<file path="src/rtl/adc_acq_pkg.sv">
package adc_acq_pkg;
  localparam logic [1:0] A_CTRL = 2'd0;
  localparam logic [1:0] A_LO   = 2'd1;
  localparam logic [1:0] A_HI   = 2'd2;
  localparam logic [1:0] A_SOFT = 2'd3;

  localparam int B_CTR  = 0;
  localparam int B_EIE  = 1;
  localparam int B_HIE  = 2;
  localparam int B_CLRD = 3;
  localparam int B_CLRC = 4;
  localparam int B_XEN  = 5;

  typedef struct packed {
    logic ext_en;
    logic hf_ie;
    logic err_ie;
    logic ctr_en;
  } opt_t;
endpackage

</file>
<file path="src/rtl/adc_acq_sync.sv">
module adc_acq_sync #(
  parameter int STAGES = 2
) (
  input  logic clk_i,
  input  logic rst_ni,
  input  logic d_i,
  output logic q_o
);
  logic [STAGES-1:0] sr_q;

  always_ff @(posedge clk_i or negedge rst_ni) begin
    if (!rst_ni) sr_q <= '0;
    else         sr_q <= {sr_q[STAGES-2:0], d_i};
  end

  assign q_o = sr_q[STAGES-1];
endmodule

</file>
<file path="src/rtl/adc_acq_fifo.sv">
module adc_acq_fifo #(
  parameter int DW    = 16,
  parameter int DEPTH = 16
) (
  input  logic                         clk_i,
  input  logic                         rst_ni,
  input  logic                         clr_i,
  input  logic                         push_i,
  input  logic [DW-1:0]                wdata_i,
  input  logic                         pop_i,
  output logic [DW-1:0]                rdata_o,
  output logic [$clog2(DEPTH+1)-1:0]   count_o,
  output logic                         empty_o,
  output logic                         half_o,
  output logic                         full_o
);
  localparam int AW = $clog2(DEPTH);
  localparam int CW = $clog2(DEPTH+1);
  localparam logic [CW-1:0] HALF = CW'(DEPTH / 2);
  localparam logic [CW-1:0] FULL = CW'(DEPTH);

  logic [DW-1:0] mem_q [DEPTH];
  logic [AW-1:0] wp_q, rp_q;
  logic [CW-1:0] cnt_q;
  logic          do_push, do_pop;

  assign do_push = push_i && (cnt_q != FULL);
  assign do_pop  = pop_i  && (cnt_q != '0);

  always_ff @(posedge clk_i or negedge rst_ni) begin
    if (!rst_ni) begin
      wp_q  <= '0;
      rp_q  <= '0;
      cnt_q <= '0;
    end else if (clr_i) begin
      wp_q  <= '0;
      rp_q  <= '0;
      cnt_q <= '0;
    end else begin
      if (do_push) wp_q <= wp_q + 1'b1;
      if (do_pop)  rp_q <= rp_q + 1'b1;
      case ({do_push, do_pop})
        2'b10:   cnt_q <= cnt_q + 1'b1;
        2'b01:   cnt_q <= cnt_q - 1'b1;
        default: cnt_q <= cnt_q;
      endcase
    end
  end

  always_ff @(posedge clk_i) begin
    if (do_push && !clr_i) mem_q[wp_q] <= wdata_i;
  end

  assign rdata_o = mem_q[rp_q];
  assign count_o = cnt_q;
  assign empty_o = (cnt_q == '0);
  assign half_o  = (cnt_q >= HALF);
  assign full_o  = (cnt_q == FULL);
endmodule

</file>
<file path="src/rtl/adc_acq_trig.sv">
module adc_acq_trig (
  input  logic clk_i,
  input  logic rst_ni,
  input  logic soft_i,
  input  logic tmr_i,
  input  logic ext_i,
  input  logic ctr_en_i,
  input  logic ext_en_i,
  input  logic done_i,
  output logic fire_o,
  output logic start_o,
  output logic busy_o
);
  logic ext_prev_q, ext_rise, busy_q, start_q;

  assign ext_rise = ext_i && !ext_prev_q;
  assign fire_o   = !busy_q && (soft_i || (ctr_en_i && tmr_i) || (ext_en_i && ext_rise));

  always_ff @(posedge clk_i or negedge rst_ni) begin
    if (!rst_ni) begin
      ext_prev_q <= 1'b0;
      busy_q     <= 1'b0;
      start_q    <= 1'b0;
    end else begin
      ext_prev_q <= ext_i;
      start_q    <= fire_o;
      if (fire_o)      busy_q <= 1'b1;
      else if (done_i) busy_q <= 1'b0;
    end
  end

  assign start_o = start_q;
  assign busy_o  = busy_q;
endmodule

</file>
<file path="src/rtl/adc_acq_irq.sv">
module adc_acq_irq (
  input  logic clk_i,
  input  logic rst_ni,
  input  logic hf_ie_i,
  input  logic err_ie_i,
  input  logic half_i,
  input  logic under_i,
  input  logic over_i,
  input  logic ack_i,
  output logic irq_o
);
  logic hf_prev_q, irq_q, hf_ev, err_ev;

  assign hf_ev  = hf_ie_i && half_i && !hf_prev_q;
  assign err_ev = err_ie_i && (under_i || over_i);

  always_ff @(posedge clk_i or negedge rst_ni) begin
    if (!rst_ni) begin
      hf_prev_q <= 1'b0;
      irq_q     <= 1'b0;
    end else begin
      hf_prev_q <= half_i;
      if (hf_ev || err_ev) irq_q <= 1'b1;  // new event beats ack
      else if (ack_i)      irq_q <= 1'b0;
    end
  end

  assign irq_o = irq_q;
endmodule

</file>
<file path="src/rtl/adc_acq_ctrl.sv">
module adc_acq_ctrl
  import adc_acq_pkg::*;
#(
  parameter int DW          = 16,
  parameter int DEPTH       = 16,
  parameter int SYNC_STAGES = 2
) (
  input  logic          clk_i,
  input  logic          rst_ni,
  input  logic [1:0]    host_addr_i,
  input  logic          host_wr_i,
  input  logic          host_rd_i,
  input  logic [7:0]    host_wdata_i,
  output logic [7:0]    host_rdata_o,
  input  logic          ext_start_i,
  input  logic          tmr_zero_i,
  output logic          conv_start_o,
  output logic [DW-1:0] conv_chan_o,
  input  logic          conv_done_i,
  input  logic [DW-1:0] conv_result_i,
  output logic          irq_o
);
  localparam int CW = $clog2(DEPTH+1);

  opt_t          opt_q;
  logic [7:0]    lo_hold_q;
  logic [DW-1:0] chan_q;
  logic          wr_ctrl, wr_lo, wr_hi, wr_soft, rd_ctrl, rd_pop;
  logic          clr_data, clr_chan, ext_s, fire, busy;
  logic [DW-1:0] ch_head, d_head;
  logic [CW-1:0] ch_cnt, d_cnt;
  logic          ch_empty, ch_half, ch_full, d_empty, d_half, d_full;
  logic          d_push, d_pop, under, over;
  logic [7:0]    status;

  assign wr_ctrl  = host_wr_i && (host_addr_i == A_CTRL);
  assign wr_lo    = host_wr_i && (host_addr_i == A_LO);
  assign wr_hi    = host_wr_i && (host_addr_i == A_HI);
  assign wr_soft  = host_wr_i && (host_addr_i == A_SOFT);
  assign rd_ctrl  = host_rd_i && (host_addr_i == A_CTRL);
  assign rd_pop   = host_rd_i && (host_addr_i == A_HI);
  assign clr_data = wr_ctrl && host_wdata_i[B_CLRD];
  assign clr_chan = wr_ctrl && host_wdata_i[B_CLRC];

  always_ff @(posedge clk_i or negedge rst_ni) begin
    if (!rst_ni) begin
      opt_q     <= '0;
      lo_hold_q <= '0;
    end else begin
      if (wr_ctrl) begin
        opt_q.ext_en <= host_wdata_i[B_XEN];
        opt_q.hf_ie  <= host_wdata_i[B_HIE];
        opt_q.err_ie <= host_wdata_i[B_EIE];
        opt_q.ctr_en <= host_wdata_i[B_CTR];
      end
      if (wr_lo) lo_hold_q <= host_wdata_i;
    end
  end

  adc_acq_sync #(.STAGES(SYNC_STAGES)) u_sync (
    .clk_i (clk_i),
    .rst_ni(rst_ni),
    .d_i   (ext_start_i),
    .q_o   (ext_s)
  );

  adc_acq_trig u_trig (
    .clk_i   (clk_i),
    .rst_ni  (rst_ni),
    .soft_i  (wr_soft),
    .tmr_i   (tmr_zero_i),
    .ext_i   (ext_s),
    .ctr_en_i(opt_q.ctr_en),
    .ext_en_i(opt_q.ext_en),
    .done_i  (conv_done_i),
    .fire_o  (fire),
    .start_o (conv_start_o),
    .busy_o  (busy)
  );

  adc_acq_fifo #(.DW(DW), .DEPTH(DEPTH)) u_chan_fifo (
    .clk_i  (clk_i),
    .rst_ni (rst_ni),
    .clr_i  (clr_chan),
    .push_i (wr_hi),
    .wdata_i({host_wdata_i, lo_hold_q}),
    .pop_i  (fire),
    .rdata_o(ch_head),
    .count_o(ch_cnt),
    .empty_o(ch_empty),
    .half_o (ch_half),
    .full_o (ch_full)
  );

  always_ff @(posedge clk_i or negedge rst_ni) begin
    if (!rst_ni)   chan_q <= '0;
    else if (fire) chan_q <= ch_empty ? '0 : ch_head;
  end
  assign conv_chan_o = chan_q;

  assign d_push = conv_done_i;
  assign d_pop  = rd_pop;
  assign under  = rd_pop && d_empty;
  assign over   = conv_done_i && d_full;

  adc_acq_fifo #(.DW(DW), .DEPTH(DEPTH)) u_data_fifo (
    .clk_i  (clk_i),
    .rst_ni (rst_ni),
    .clr_i  (clr_data),
    .push_i (d_push),
    .wdata_i(conv_result_i),
    .pop_i  (d_pop),
    .rdata_o(d_head),
    .count_o(d_cnt),
    .empty_o(d_empty),
    .half_o (d_half),
    .full_o (d_full)
  );

  adc_acq_irq u_irq (
    .clk_i   (clk_i),
    .rst_ni  (rst_ni),
    .hf_ie_i (opt_q.hf_ie),
    .err_ie_i(opt_q.err_ie),
    .half_i  (d_half),
    .under_i (under),
    .over_i  (over),
    .ack_i   (rd_ctrl),
    .irq_o   (irq_o)
  );

  assign status = {~busy, ~ch_full, ~ch_half, ~ch_empty, ~d_full, ~d_half, ~d_empty, ext_s};

  always_comb begin
    unique case (host_addr_i)
      A_CTRL:  host_rdata_o = status;
      A_LO:    host_rdata_o = d_head[7:0];
      A_HI:    host_rdata_o = d_head[15:8];
      default: host_rdata_o = 8'h00;
    endcase
  end
endmodule


</file>
<file path="config.mk">
export PLATFORM = sky130hd
export DESIGN_NAME = adc_acq_ctrl
export DESIGN_NICKNAME = d
export VERILOG_FILES = /design/src/rtl/adc_acq_pkg.sv /design/src/rtl/adc_acq_sync.sv /design/src/rtl/adc_acq_fifo.sv /design/src/rtl/adc_acq_trig.sv /design/src/rtl/adc_acq_irq.sv /design/src/rtl/adc_acq_ctrl.sv
export SDC_FILE = /design/constraint.sdc
export NUM_CORES = 1
export LEC_CHECK = 0
export ABC_AREA = 0
export BUFFER_PORTS_ARGS = -buffer_cell sky130_fd_sc_hd__buf_2
export CORE_MARGIN = 1.5
export CORE_UTILIZATION = 50
export CTS_BUF_LIST = sky130_fd_sc_hd__clkbuf_4 sky130_fd_sc_hd__clkbuf_8
export DETAILED_ROUTE_END_ITERATION = 10
export HOLD_SLACK_MARGIN = 0.15
export PLACE_DENSITY_LB_ADDON = 0.12
export SLEW_MARGIN = 0
export SYNTH_ARGS = -nofsm -noshare
export SYNTH_HDL_FRONTEND = slang
export SYNTH_HIERARCHICAL = 1
export SYNTH_SLANG_ARGS = --single-unit
</file>
<file path="constraint.sdc">
create_clock -name clk_i -period 3.4 [get_ports clk_i]
set_clock_uncertainty 0.05 [all_clocks]
set_input_delay 0.68 -clock clk_i [delete_from_list [all_inputs] [get_ports clk_i]]
set_output_delay 0.68 -clock clk_i [all_outputs]
set_load 0.005 [all_outputs]
</file>
==> out/qor.tcl, run 1 <==
set qor(hold_path_class) {flop to flop}
set qor(final_period_minus_worst_setup_slack_ns) 3.66
set qor(fin_crit_sh_pct) 108
set qor(drt-initial-drc-count) 983
set qor(vias) 11700
set qor(synthesis.area_sq_um) 23100
set qor(hold_path_end) {u_sync/sr_q[1]$_DFF_PN0_}
set qor(final_cells) 2007
set qor(r2r_start) {u_chan_fifo/count_o[1]$_DFFE_PN0P_}
set qor(syn_inst) 1148
set qor(effective_utilization_at_floorplan_pct) 50.7
set qor(worst-slew-pin-transition_ns) 1.18
set qor(post_synth_main_area_contributors) {sky130_fd_sc_hd__edfxtp_1, sky130_fd_sc_hd__mux4_2, sky130_fd_sc_hd__dfrtp_1}
set qor(drt-pass1-iter-count) 5
set qor(irDropWorstVdd_uv) 432
set qor(die_x_um) 218
set qor(synth-edff-count) 512
set qor(max_slew_margin_pct) 20.9
set qor(synth.top_cell.area_share_pct) 66.6
set qor(synth_top_area_cell) {sky130_fd_sc_hd__edfxtp_1}
set qor(failed_checks) {negative setup slack}
set qor(grt_start_max_net_pins) 62
set qor(max_cap_violations) 0
set qor(die_h_um) 218
set qor(cts-buffers-inserted) 93
set qor(gr-usage-met1_pct) 34.2
set qor(status) {complete, but fails checks}
set qor(drc_errors) 0
set qor(placedInstanceArea_sq_um) 24700
set qor(sequential_cell_area_fraction_in_the_yosys_report_pct) 73.3
set qor(finalSetupViolCount) 8
set qor(cts.clk_slew.worst_paths_ns) 0.06
set qor(grtUsageMet3_pct) 5.09
set qor(synth_ff_type) {sky130_fd_sc_hd__edfxtp_1}
set qor(whs_path_depth) 0
set qor(grt_use_met2_pct) 35.0
set qor(hold_start) {u_sync/sr_q[0]$_DFF_PN0_}
set qor(setup.worst_path.end_class) {output pin}
set qor(core-area_sq_um) 45500
set qor(asyncSetResetFlopFracSynth_pct) 10.6
set qor(worst_ep_arrival_time_ns) 2.93
set qor(cts_max_level) 3
set qor(p_leak_nw) 9.08
set qor(via_to_cell_ratio) 5.81
set qor(crit_path_start_kind) {flop}
set qor(setup_total_negative_slack_ns) -1.56
set qor(routed_length_per_placed_instance_um) 26.2
set qor(cts-root-to-sink-buffers) 3
set qor(maximum_frequency_from_static_timing_analysis_mhz) 274
set qor(grt_antenna_before_repair) 3
set qor(synth_warnings) 6
set qor(cts_num_sinks) 573
set qor(place.detailed.hpwl_um) 30700
set qor(cts.root.buffer_cell) {sky130_fd_sc_hd__clkbuf_8}
set qor(io_pins) 59
set qor(layout.nets) 1385
set qor(port_buffers) 58
set qor(synth_area_per_cell_sq_um) 20.1
set qor(drive_above_1_share_pct) 36.4
set qor(timing_worst_setup_path_type) {flop to output pin}
set qor(gr-usage-all-layers_pct) 23.1
set qor(syn-num-nets) 1199
set qor(row_count) 78
set qor(final_max_slew_viol_count) 0
set qor(setup_slack_ns) -0.255
set qor(area_growth_syn_to_layout_pct) 15.7
set qor(detail-route-antenna-nets) 0
set qor(cp-startpoint) {u_data_fifo/rp_q[0]$_DFFE_PN0P_}
set qor(yosys_register_bits) 573
set qor(critical_path.max_fanout) 10
set qor(clkLatencyLatePin_ns) 0.67
set qor(worst_ep_required_time_ns) 2.67
set qor(grt_first_pass_wirelength_um) 78100
set qor(cts_tree) {built}
set qor(layout.cell_area.non_filler_sq_um) 26700
set qor(grt_pass1_vias) 12200
set qor(die_area_sq_um) 47400
set qor(numPlacedInstances) 1827
set qor(number_of_cells_traversed_by_the_worst_register_to_register_path) 9
set qor(globalRoute.totalOverflow) 0
set qor(unrepaired_setup_endpoints_after_global_routing) {yes}
set qor(gp_congestion) 0.760
set qor(setup_slack_reg_to_reg_ns) 0.58
set qor(globalRoute.busiestLayer) {met2}
set qor(crit-reg2reg-capture) {u_chan_fifo/count_o[3]$_DFFE_PN0P_}
set qor(cellPowerDensity_nw_per_um2) 755
set qor(yosysUniqueCellTypes) 67
set qor(finalHoldViolations) 0
set qor(routed_wl_um) 52600
-- routing by layer --
layer  part of all wire [%]  vias to the layer above
met5                  0.051                        -
met4                    1.7                        4
met3                    6.9                       80
met2                     47                      363
met1                     45                     6170
li1                       -                     5044
-- cell usage in the layout, fill, tap and decap left out, drive strengths merged, types with 3 or more instances in the layout --
| master | Yosys | routed |
|---|---|---|
| clkinvlp | 0 | 4 |
| and2 | 7 | 7 |
| edfxtp | 512 | 512 |
| o21ai | 22 | 22 |
| mux2 | 16 | 16 |
| clkinv | 0 | 31 |
| nand2b | 6 | 6 |
| o211ai | 6 | 6 |
| nand3b | 20 | 20 |
| mux2i | 8 | 8 |
| mux4 | 144 | 144 |
| buf | 31 | 144 |
| a211oi | 5 | 5 |
| o32ai | 7 | 7 |
| nand2 | 29 | 29 |
| inv | 40 | 43 |
| ha | 16 | 16 |
| clkbuf | 26 | 129 |
| nor2 | 71 | 71 |
| a22oi | 34 | 34 |
| and3 | 3 | 3 |
| or2 | 3 | 3 |
| xor2 | 10 | 10 |
| dfrtp | 61 | 61 |
| xnor2 | 4 | 4 |
| nor2b | 18 | 18 |
| a21oi | 9 | 9 |
| nand3 | 7 | 7 |
-- Yosys cell counts (all sizes together) (8+ instances only) --
cell type	instances
mux4	144
buf	31
o21ai	22
xor2	10
a22oi	34
nand3b	20
nor2	71
a21oi	9
nand2	29
dfrtp	61
inv	40
mux2	16
clkbuf	26
edfxtp	512
nor2b	18
ha	16
mux2i	8
-- area by class of cell --
cell class,count,area [sq um]
Clock buffer,128,1570
Clock inverter,39,224
Multi-Input combinational cell,478,5750
Inverter,40,153
Timing Repair Buffer,148,1320
Sequential cell,573,16900
Fill cell,3421,18800
Tap cell,600,751
Antenna cell,1,2.50
-- flip-flops by register name, indices dropped and copies added, names as in the netlist, 5 cells and up --
name / cells
u_data_fifo/count_o: 5
lo_hold_q: 8
u_data_fifo/mem_q: 256
conv_chan_o: 16
u_chan_fifo/mem_q: 256
u_chan_fifo/count_o: 5
-- cells by family after synthesis --
logic type / synth area share [%]
DFF: 73.3
and+or+nand+nor: 4.11
muxes: 15.4
AOI/OAI and AO/OA: 3.41
buffers and inverters: 2.24
adders and majority gates: 1.04
xor gates and xnor gates: 0.531
-- power breakdown --
part / internal, mW / switching [mW] / leakage (nW) / total [mW]
logic: 2.74 / 2.74 / 2.77 / 5.47
registers: 8.36 / 0.590 / 5.36 / 8.95
clock network: 3.08 / 2.64 / 0.950 / 5.72
-- per-stage QoR --
step / utilization [%] / worst slack, ns / power [mW] / hold WS (ns)
floorplan: - / 0.0530 / 12.5 / 0.281
global placement: 54.3 / 0.216 / 14.3 / 0.286
detailed placement: 54.3 / 0.220 / 14.3 / 0.297
CTS: 58.6 / -0.312 / 20.3 / 0.295
global route: 58.7 / -0.382 / 21.1 / 0.313
finish: 58.7 / -0.255 / 20.1 / 0.310
-- what timing repair did --
action                     CTS  global route
buffers inserted             7             0
pin swaps                    0             1
resized for setup           14             4
hold endpoints to repair    62             0
hold buffers                 2             0
setup endpoints to repair    8             8
cloned                       2             1
-- critical path, cell delays in order (launching register included) --
cell and delay, ns:
sky130_fd_sc_hd__dfrtp_4 0.50, sky130_fd_sc_hd__buf_12 0.16, sky130_fd_sc_hd__buf_6 0.11, sky130_fd_sc_hd__mux4_2 0.41, sky130_fd_sc_hd__mux4_2 0.53, sky130_fd_sc_hd__nor2b_1 0.15, sky130_fd_sc_hd__buf_4 0.14, sky130_fd_sc_hd__o32ai_2 0.08
sky130_fd_sc_hd__buf_2 0.16
-- worst max path at each step --
stage                                              end  slack (ns)  cells after the start
finish                                 host_rdata_o[3]       -0.26                      8
global route                           host_rdata_o[3]       -0.38                      8
CTS                                    host_rdata_o[3]       -0.31                      8
detailed placement                     host_rdata_o[0]        0.22                      6
global placement                       host_rdata_o[0]        0.22                      6
floorplan           u_chan_fifo/count_o[4]$_DFFE_PN0P_        0.05                     13
(Power assumes the default switching activity.)
==> run 2: changes to the inputs <==
--- a/config.mk
+++ b/config.mk
@@ -9,7 +9,7 @@
 export BUFFER_PORTS_ARGS = -buffer_cell sky130_fd_sc_hd__buf_2
 export CORE_MARGIN = 1.5
 export CORE_UTILIZATION = 50
-export CTS_BUF_LIST = sky130_fd_sc_hd__clkbuf_4 sky130_fd_sc_hd__clkbuf_8
+export CTS_BUF_LIST = sky130_fd_sc_hd__clkbuf_8
 export DETAILED_ROUTE_END_ITERATION = 10
 export HOLD_SLACK_MARGIN = 0.15
 export PLACE_DENSITY_LB_ADDON = 0.12
==> out/qor.tcl, run 2 (synthesis results as in run 1) <==
set qor(layout.nets) 1385
set qor(crit_path_start_kind) {flop}
set qor(globalRoute.totalOverflow) 0
set qor(setup_slack_reg_to_reg_ns) 0.58
set qor(cts.clk_slew.worst_paths_ns) 0.06
set qor(power.combinational.fraction_pct) 27.6
set qor(layout.cell_area.non_filler_sq_um) 26600
set qor(vias) 11700
set qor(gp_congestion) 0.760
set qor(grt_antenna_before_repair) 3
set qor(cts-root-to-sink-buffers) 3
set qor(finalHoldViolations) 0
set qor(drive_above_1_share_pct) 34.3
set qor(maximum_frequency_from_static_timing_analysis_mhz) 272
set qor(status) {complete, but fails checks}
set qor(power_total_mw) 19.8
set qor(finalSetupViolCount) 8
set qor(p_leak_nw) 9.10
set qor(unrepaired_setup_endpoints_after_global_routing) {yes}
set qor(hold_path_end) {u_sync/sr_q[1]$_DFF_PN0_}
set qor(final_period_minus_worst_setup_slack_ns) 3.67
set qor(die_x_um) 218
set qor(setup_slack_ns) -0.272
set qor(area_growth_syn_to_layout_pct) 15.2
set qor(worst_ep_arrival_time_ns) 2.94
set qor(gr-usage-all-layers_pct) 23.1
set qor(place.detailed.hpwl_um) 30700
set qor(max_slew_margin_pct) 21.3
set qor(core-area_sq_um) 45500
set qor(failed_checks) {negative setup slack}
set qor(power_frac_clock_pct) 27.2
set qor(timing_worst_setup_path_type) {flop to output pin}
set qor(number_of_cells_traversed_by_the_worst_register_to_register_path) 9
set qor(io_pins) 59
set qor(hold_start) {u_sync/sr_q[0]$_DFF_PN0_}
set qor(hold_path_class) {flop to flop}
set qor(swShare_pct) 30.1
set qor(cts_tree) {built}
set qor(irDropWorstVdd_uv) 421
set qor(routed_wl_um) 52700
set qor(die_h_um) 218
set qor(die_area_sq_um) 47400
set qor(grt_first_pass_wirelength_um) 78300
set qor(drt-pass1-iter-count) 5
set qor(placedInstanceArea_sq_um) 24700
set qor(cts-buffers-inserted) 93
set qor(most-common-layout-cells) {sky130_fd_sc_hd__edfxtp_1, sky130_fd_sc_hd__mux4_2, sky130_fd_sc_hd__clkbuf_8}
set qor(effective_utilization_at_floorplan_pct) 50.7
set qor(cellPowerDensity_nw_per_um2) 746
set qor(whs_path_depth) 0
set qor(cts.root.buffer_cell) {sky130_fd_sc_hd__clkbuf_8}
set qor(routed_length_per_placed_instance_um) 26.3
set qor(drc_errors) 0
set qor(layout.cells.most_common) {sky130_fd_sc_hd__edfxtp_1}
set qor(cts_max_level) 3
set qor(fin_crit_sh_pct) 108
set qor(r2r_start) {u_chan_fifo/count_o[1]$_DFFE_PN0P_}
set qor(crit-reg2reg-capture) {u_chan_fifo/count_o[3]$_DFFE_PN0P_}
set qor(drt-initial-drc-count) 1009
set qor(clkLatencyLatePin_ns) 0.67
set qor(p_seq_share_pct) 45.2
set qor(critical_path.max_fanout) 10
set qor(net-switching-power_mw) 5.97
set qor(final_max_slew_viol_count) 0
set qor(max_cap_violations) 0
set qor(via_to_cell_ratio) 5.84
set qor(grt_start_max_net_pins) 62
set qor(port_buffers) 58
set qor(setup_total_negative_slack_ns) -1.70
set qor(row_count) 78
set qor(detail-route-antenna-nets) 0
set qor(cts_num_sinks) 573
set qor(worst-slew-pin-transition_ns) 1.18
set qor(power_report.internal_total_mw) 13.8
set qor(worst_ep_required_time_ns) 2.67
set qor(grt_pass1_vias) 12200
set qor(setup.worst_path.end_class) {output pin}
## run 2: cell count changes in the layout (fill, tap and decap cells not counted)
cell,delta
sky130_fd_sc_hd__inv_1,+30
sky130_fd_sc_hd__clkbuf_4,-30
## run 2: power by group through the flow
stage | Clock [mW] | Sequential, mW | Combinational [mW]
floorplan | 0 | 8.76 | 3.76
global placement | 0 | 9.11 | 5.14
detailed placement | 0 | 9.14 | 5.20
CTS | 5.55 | 8.96 | 5.48
global route | 5.85 | 9.05 | 5.91
finish | 5.39 | 8.95 | 5.48
## run 2: timing repair
| item | in CTS | in global routing |
|---|---|---|
| pin swaps | 0 | 1 |
| buffers inserted | 7 | 0 |
| endpoints found under the hold margin | 62 | 0 |
| cloned | 2 | 1 |
| endpoints found under the setup margin | 8 | 8 |
| resized for setup | 14 | 4 |
| hold buffers | 2 | 0 |
## run 2: how the worst max path moves through the flow
stage | startpoint | endpoint | slack [ns]
2_1_floorplan | host_addr_i[1] | u_chan_fifo/count_o[4]$_DFFE_PN0P_ | 0.05
3_3_place_gp | u_data_fifo/rp_q[0]$_DFFE_PN0P_ | host_rdata_o[0] | 0.22
3_5_place_dp | u_data_fifo/rp_q[0]$_DFFE_PN0P_ | host_rdata_o[0] | 0.22
4_1_cts | u_data_fifo/rp_q[0]$_DFFE_PN0P_ | host_rdata_o[3] | -0.31
5_1_grt | u_data_fifo/rp_q[0]$_DFFE_PN0P_ | host_rdata_o[3] | -0.39
6_report | u_data_fifo/rp_q[0]$_DFFE_PN0P_ | host_rdata_o[3] | -0.27
## run 2: layout make-up
cell class	instances	area [sq um]
Antenna cell	1	2.50
Clock buffer	98	1350
Clock inverter	69	337
Fill cell	3435	18900
Inverter	40	153
Multi-Input combinational cell	478	5750
Sequential cell	573	16900
Tap cell	600	751
Timing Repair Buffer	148	1320
## run 2: routing by layer
metal / track usage [%] / share of wire, %
met1: 34.3 / 45
met5: 0 / 0.051
met4: 5.95 / 1.6
met2: 35.1 / 47
met3: 5.02 / 6.7
## run 2: worst max-delay path, cell delays in order, from the launching register on
cell and delay [ns]:
sky130_fd_sc_hd__dfrtp_4 0.51, sky130_fd_sc_hd__buf_12 0.16, sky130_fd_sc_hd__buf_6 0.11, sky130_fd_sc_hd__mux4_2 0.41, sky130_fd_sc_hd__mux4_2 0.53, sky130_fd_sc_hd__nor2b_1 0.15, sky130_fd_sc_hd__buf_4 0.15, sky130_fd_sc_hd__o32ai_2 0.09
sky130_fd_sc_hd__buf_2 0.17
## run 2: per-stage QoR
step / instances / setup WS [ns] / hold WS (ns) / util [%]
6_report: 2007 / -0.272 / 0.305 / 58.4
5_1_grt: 2006 / -0.393 / 0.310 / 58.4
4_1_cts: 2005 / -0.315 / 0.289 / 58.3
3_5_place_dp: 1827 / 0.220 / 0.297 / 54.3
3_3_place_gp: 1827 / 0.216 / 0.286 / 54.3
2_1_floorplan: 1148 / 0.0530 / 0.281 / -
==> run 3: changes to the inputs <==
--- a/config.mk
+++ b/config.mk
@@ -12,7 +12,7 @@
 export CTS_BUF_LIST = sky130_fd_sc_hd__clkbuf_8
 export DETAILED_ROUTE_END_ITERATION = 10
 export HOLD_SLACK_MARGIN = 0.15
-export PLACE_DENSITY_LB_ADDON = 0.12
+export PLACE_DENSITY = 0.65
 export SLEW_MARGIN = 0
 export SYNTH_ARGS = -nofsm -noshare
 export SYNTH_HDL_FRONTEND = slang
==> constraint.sdc (replaced) <==
create_clock -name clk_i -period 4.3 [get_ports clk_i]
set_clock_uncertainty 0.05 [all_clocks]
set_input_delay 0.86 -clock clk_i [delete_from_list [all_inputs] [get_ports clk_i]]
set_output_delay 0.86 -clock clk_i [all_outputs]
set_load 0.01 [all_outputs]
==> out/qor.tcl, run 3 (synthesis results as in run 1) <==
set qor(via_to_cell_ratio) 5.84
set qor(die_area_sq_um) 47400
set qor(detailed_route_wirelength_on_metal2_um) 21900
set qor(cts.root.buffer_cell) {sky130_fd_sc_hd__clkbuf_8}
set qor(drive_above_1_share_pct) 32.6
set qor(grt_antenna_before_repair) 1
set qor(cts-root-to-sink-buffers) 3
set qor(max_cap_violations) 0
set qor(worst_ep_required_time_ns) 3.39
set qor(max_slew_margin_pct) 27.4
set qor(r2r_start) {u_data_fifo/count_o[1]$_DFFE_PN0P_}
set qor(status) {finished, final reports clean}
set qor(worst_path_max_delay_cell) {sky130_fd_sc_hd__mux4_1}
set qor(timing_worst_setup_path_type) {flop to output pin}
set qor(place.detailed.hpwl_um) 29100
set qor(cts_tree) {built}
set qor(filler_cell_count) 3457
set qor(gr-usage-all-layers_pct) 21.4
set qor(unrepaired_setup_endpoints_after_global_routing) {no}
set qor(irDropWorstVdd_uv) 342
set qor(crit_path_max_incr_delay_ns) 0.61
set qor(cellPowerDensity_nw_per_um2) 592
set qor(layout.nets) 1347
set qor(postLayoutCoreUtil_pct) 57.6
set qor(detail-route-antenna-nets) 0
set qor(cts_num_sinks) 573
set qor(clkLatencyLatePin_ns) 0.65
set qor(port_buffers) 58
set qor(drt-pass1-iter-count) 4
set qor(effective_utilization_at_floorplan_pct) 50.7
set qor(die_h_um) 218
set qor(drt-initial-drc-count) 1229
set qor(fin_crit_sh_pct) 94.8
set qor(cts_resized) 0
set qor(final_period_minus_worst_setup_slack_ns) 4.07
set qor(die_x_um) 218
set qor(setup_slack_ns) 0.226
set qor(routed_wl_um) 49200
set qor(finalSetupViolCount) 0
set qor(final_max_slew_viol_count) 0
set qor(top_layer_used) {met4}
set qor(gp_congestion) 0.820
set qor(place_ws_ns) 0.804
set qor(grt_start_max_net_pins) 68
set qor(globalRoute.totalOverflow) 0
set qor(setup.worst_path.end_class) {output pin}
set qor(number_of_hold_buffers_added_after_cts) 0
set qor(grt_pass1_vias) 11600
set qor(vias) 11500
set qor(worst_ep_arrival_time_ns) 3.16
set qor(p_leak_nw) 8.95
set qor(critical_path.top_delay_family) {multiplexers}
set qor(crit_buf_inv) 2
set qor(cts_max_level) 3
set qor(drc_errors) 0
set qor(grt_first_pass_wirelength_um) 73300
set qor(core-area_sq_um) 45500
set qor(numPlacedInstances) 1801
set qor(met3WireLength_um) 3450
set qor(cts.repair_timing.setup_buffer_count) 0
set qor(finalHoldViolations) 0
set qor(cts-buffers-inserted) 93
set qor(cts.clk_slew.worst_paths_ns) 0.06
set qor(area_growth_syn_to_layout_pct) 13.5
set qor(crit_path_start_kind) {flop}
set qor(cp_cell_sequence) {buf_4, mux4_1, mux4_2, nor2b_1, o32ai_2, buf_2}
set qor(row_count) 78
set qor(power_total_mw) 15.5
set qor(final_cells) 1973
set qor(maximum_frequency_from_static_timing_analysis_mhz) 245
set qor(worst-slew-pin-transition_ns) 1.09
set qor(routed_length_per_placed_instance_um) 24.9
set qor(hold_path_class) {primary input to async pin}
set qor(layout.cells.most_common) {sky130_fd_sc_hd__edfxtp_1}
set qor(drt-met1-wl_um) 23000
set qor(cp-startpoint) {u_data_fifo/rp_q[0]$_DFFE_PN0P_}
set qor(setup_total_negative_slack_ns) 0
set qor(io_pins) 59
set qor(most-common-layout-cells) {sky130_fd_sc_hd__edfxtp_1, sky130_fd_sc_hd__mux4_2, sky130_fd_sc_hd__clkbuf_8}
set qor(critical_path.max_fanout) 20
[run 3: cell types whose count changed in the layout (fill, tap and decap cells not counted), moves of 5 or more]
cell / change
sky130_fd_sc_hd__buf_12: -12
sky130_fd_sc_hd__buf_4: -19
sky130_fd_sc_hd__clkbuf_8: +9
sky130_fd_sc_hd__clkinv_1: -8
sky130_fd_sc_hd__clkinv_2: +5
[run 3: worst paths after layout]
path | cells past startpoint | endpoint | slack (ns)
min | 1 | lo_hold_q[2]$_DFFE_PN0P_ | 0.28
min reg2reg | 0 | u_sync/sr_q[1]$_DFF_PN0_ | 0.35
max reg2reg | 8 | u_data_fifo/count_o[4]$_DFFE_PN0P_ | 1.44
min in group clk_i | 1 | u_sync/sr_q[0]$_DFF_PN0_ | 0.29
max | 6 | host_rdata_o[2] | 0.23
max in group asynchronous | 1 | u_data_fifo/rp_q[0]$_DFFE_PN0P_ | 3.21
[run 3: stage by stage]
stage | hold slack [ns] | cell area (sq um)
floorplan | 0.281 | 23100
detailed placement | 0.343 | 24400
global placement | 0.340 | 24400
CTS | 0.231 | 26200
global route | 0.260 | 26200
finish | 0.281 | 26200
[run 3: power by group]
part	switching [mW]	internal, mW	total, mW
Clock	2.09	2.45	4.55
Sequential	0.440	6.61	7.05
Combinational	2.02	1.89	3.91
[run 3: layer usage]
metal / vias up / global-route usage (%)
li1: 4959 / -
met1: 6104 / 33.8
met2: 415 / 30.2
met3: 54 / 3.91
met4: 0 / 6.78
met5: - / 0
[run 3: layout make-up]
cell class / instances / area [sq um] / share of cell area (%)
flip-flops and latches: 573 / 16900 / 64.6
multi-input cells: 478 / 5740 / 21.9
clock buffers: 107 / 1470 / 5.63
repair buffers: 110 / 796 / 3.04
well taps: 600 / 751 / 2.87
clock inverters: 64 / 353 / 1.35
inverters: 40 / 150 / 0.574
diodes: 1 / 2.50 / 0.00956
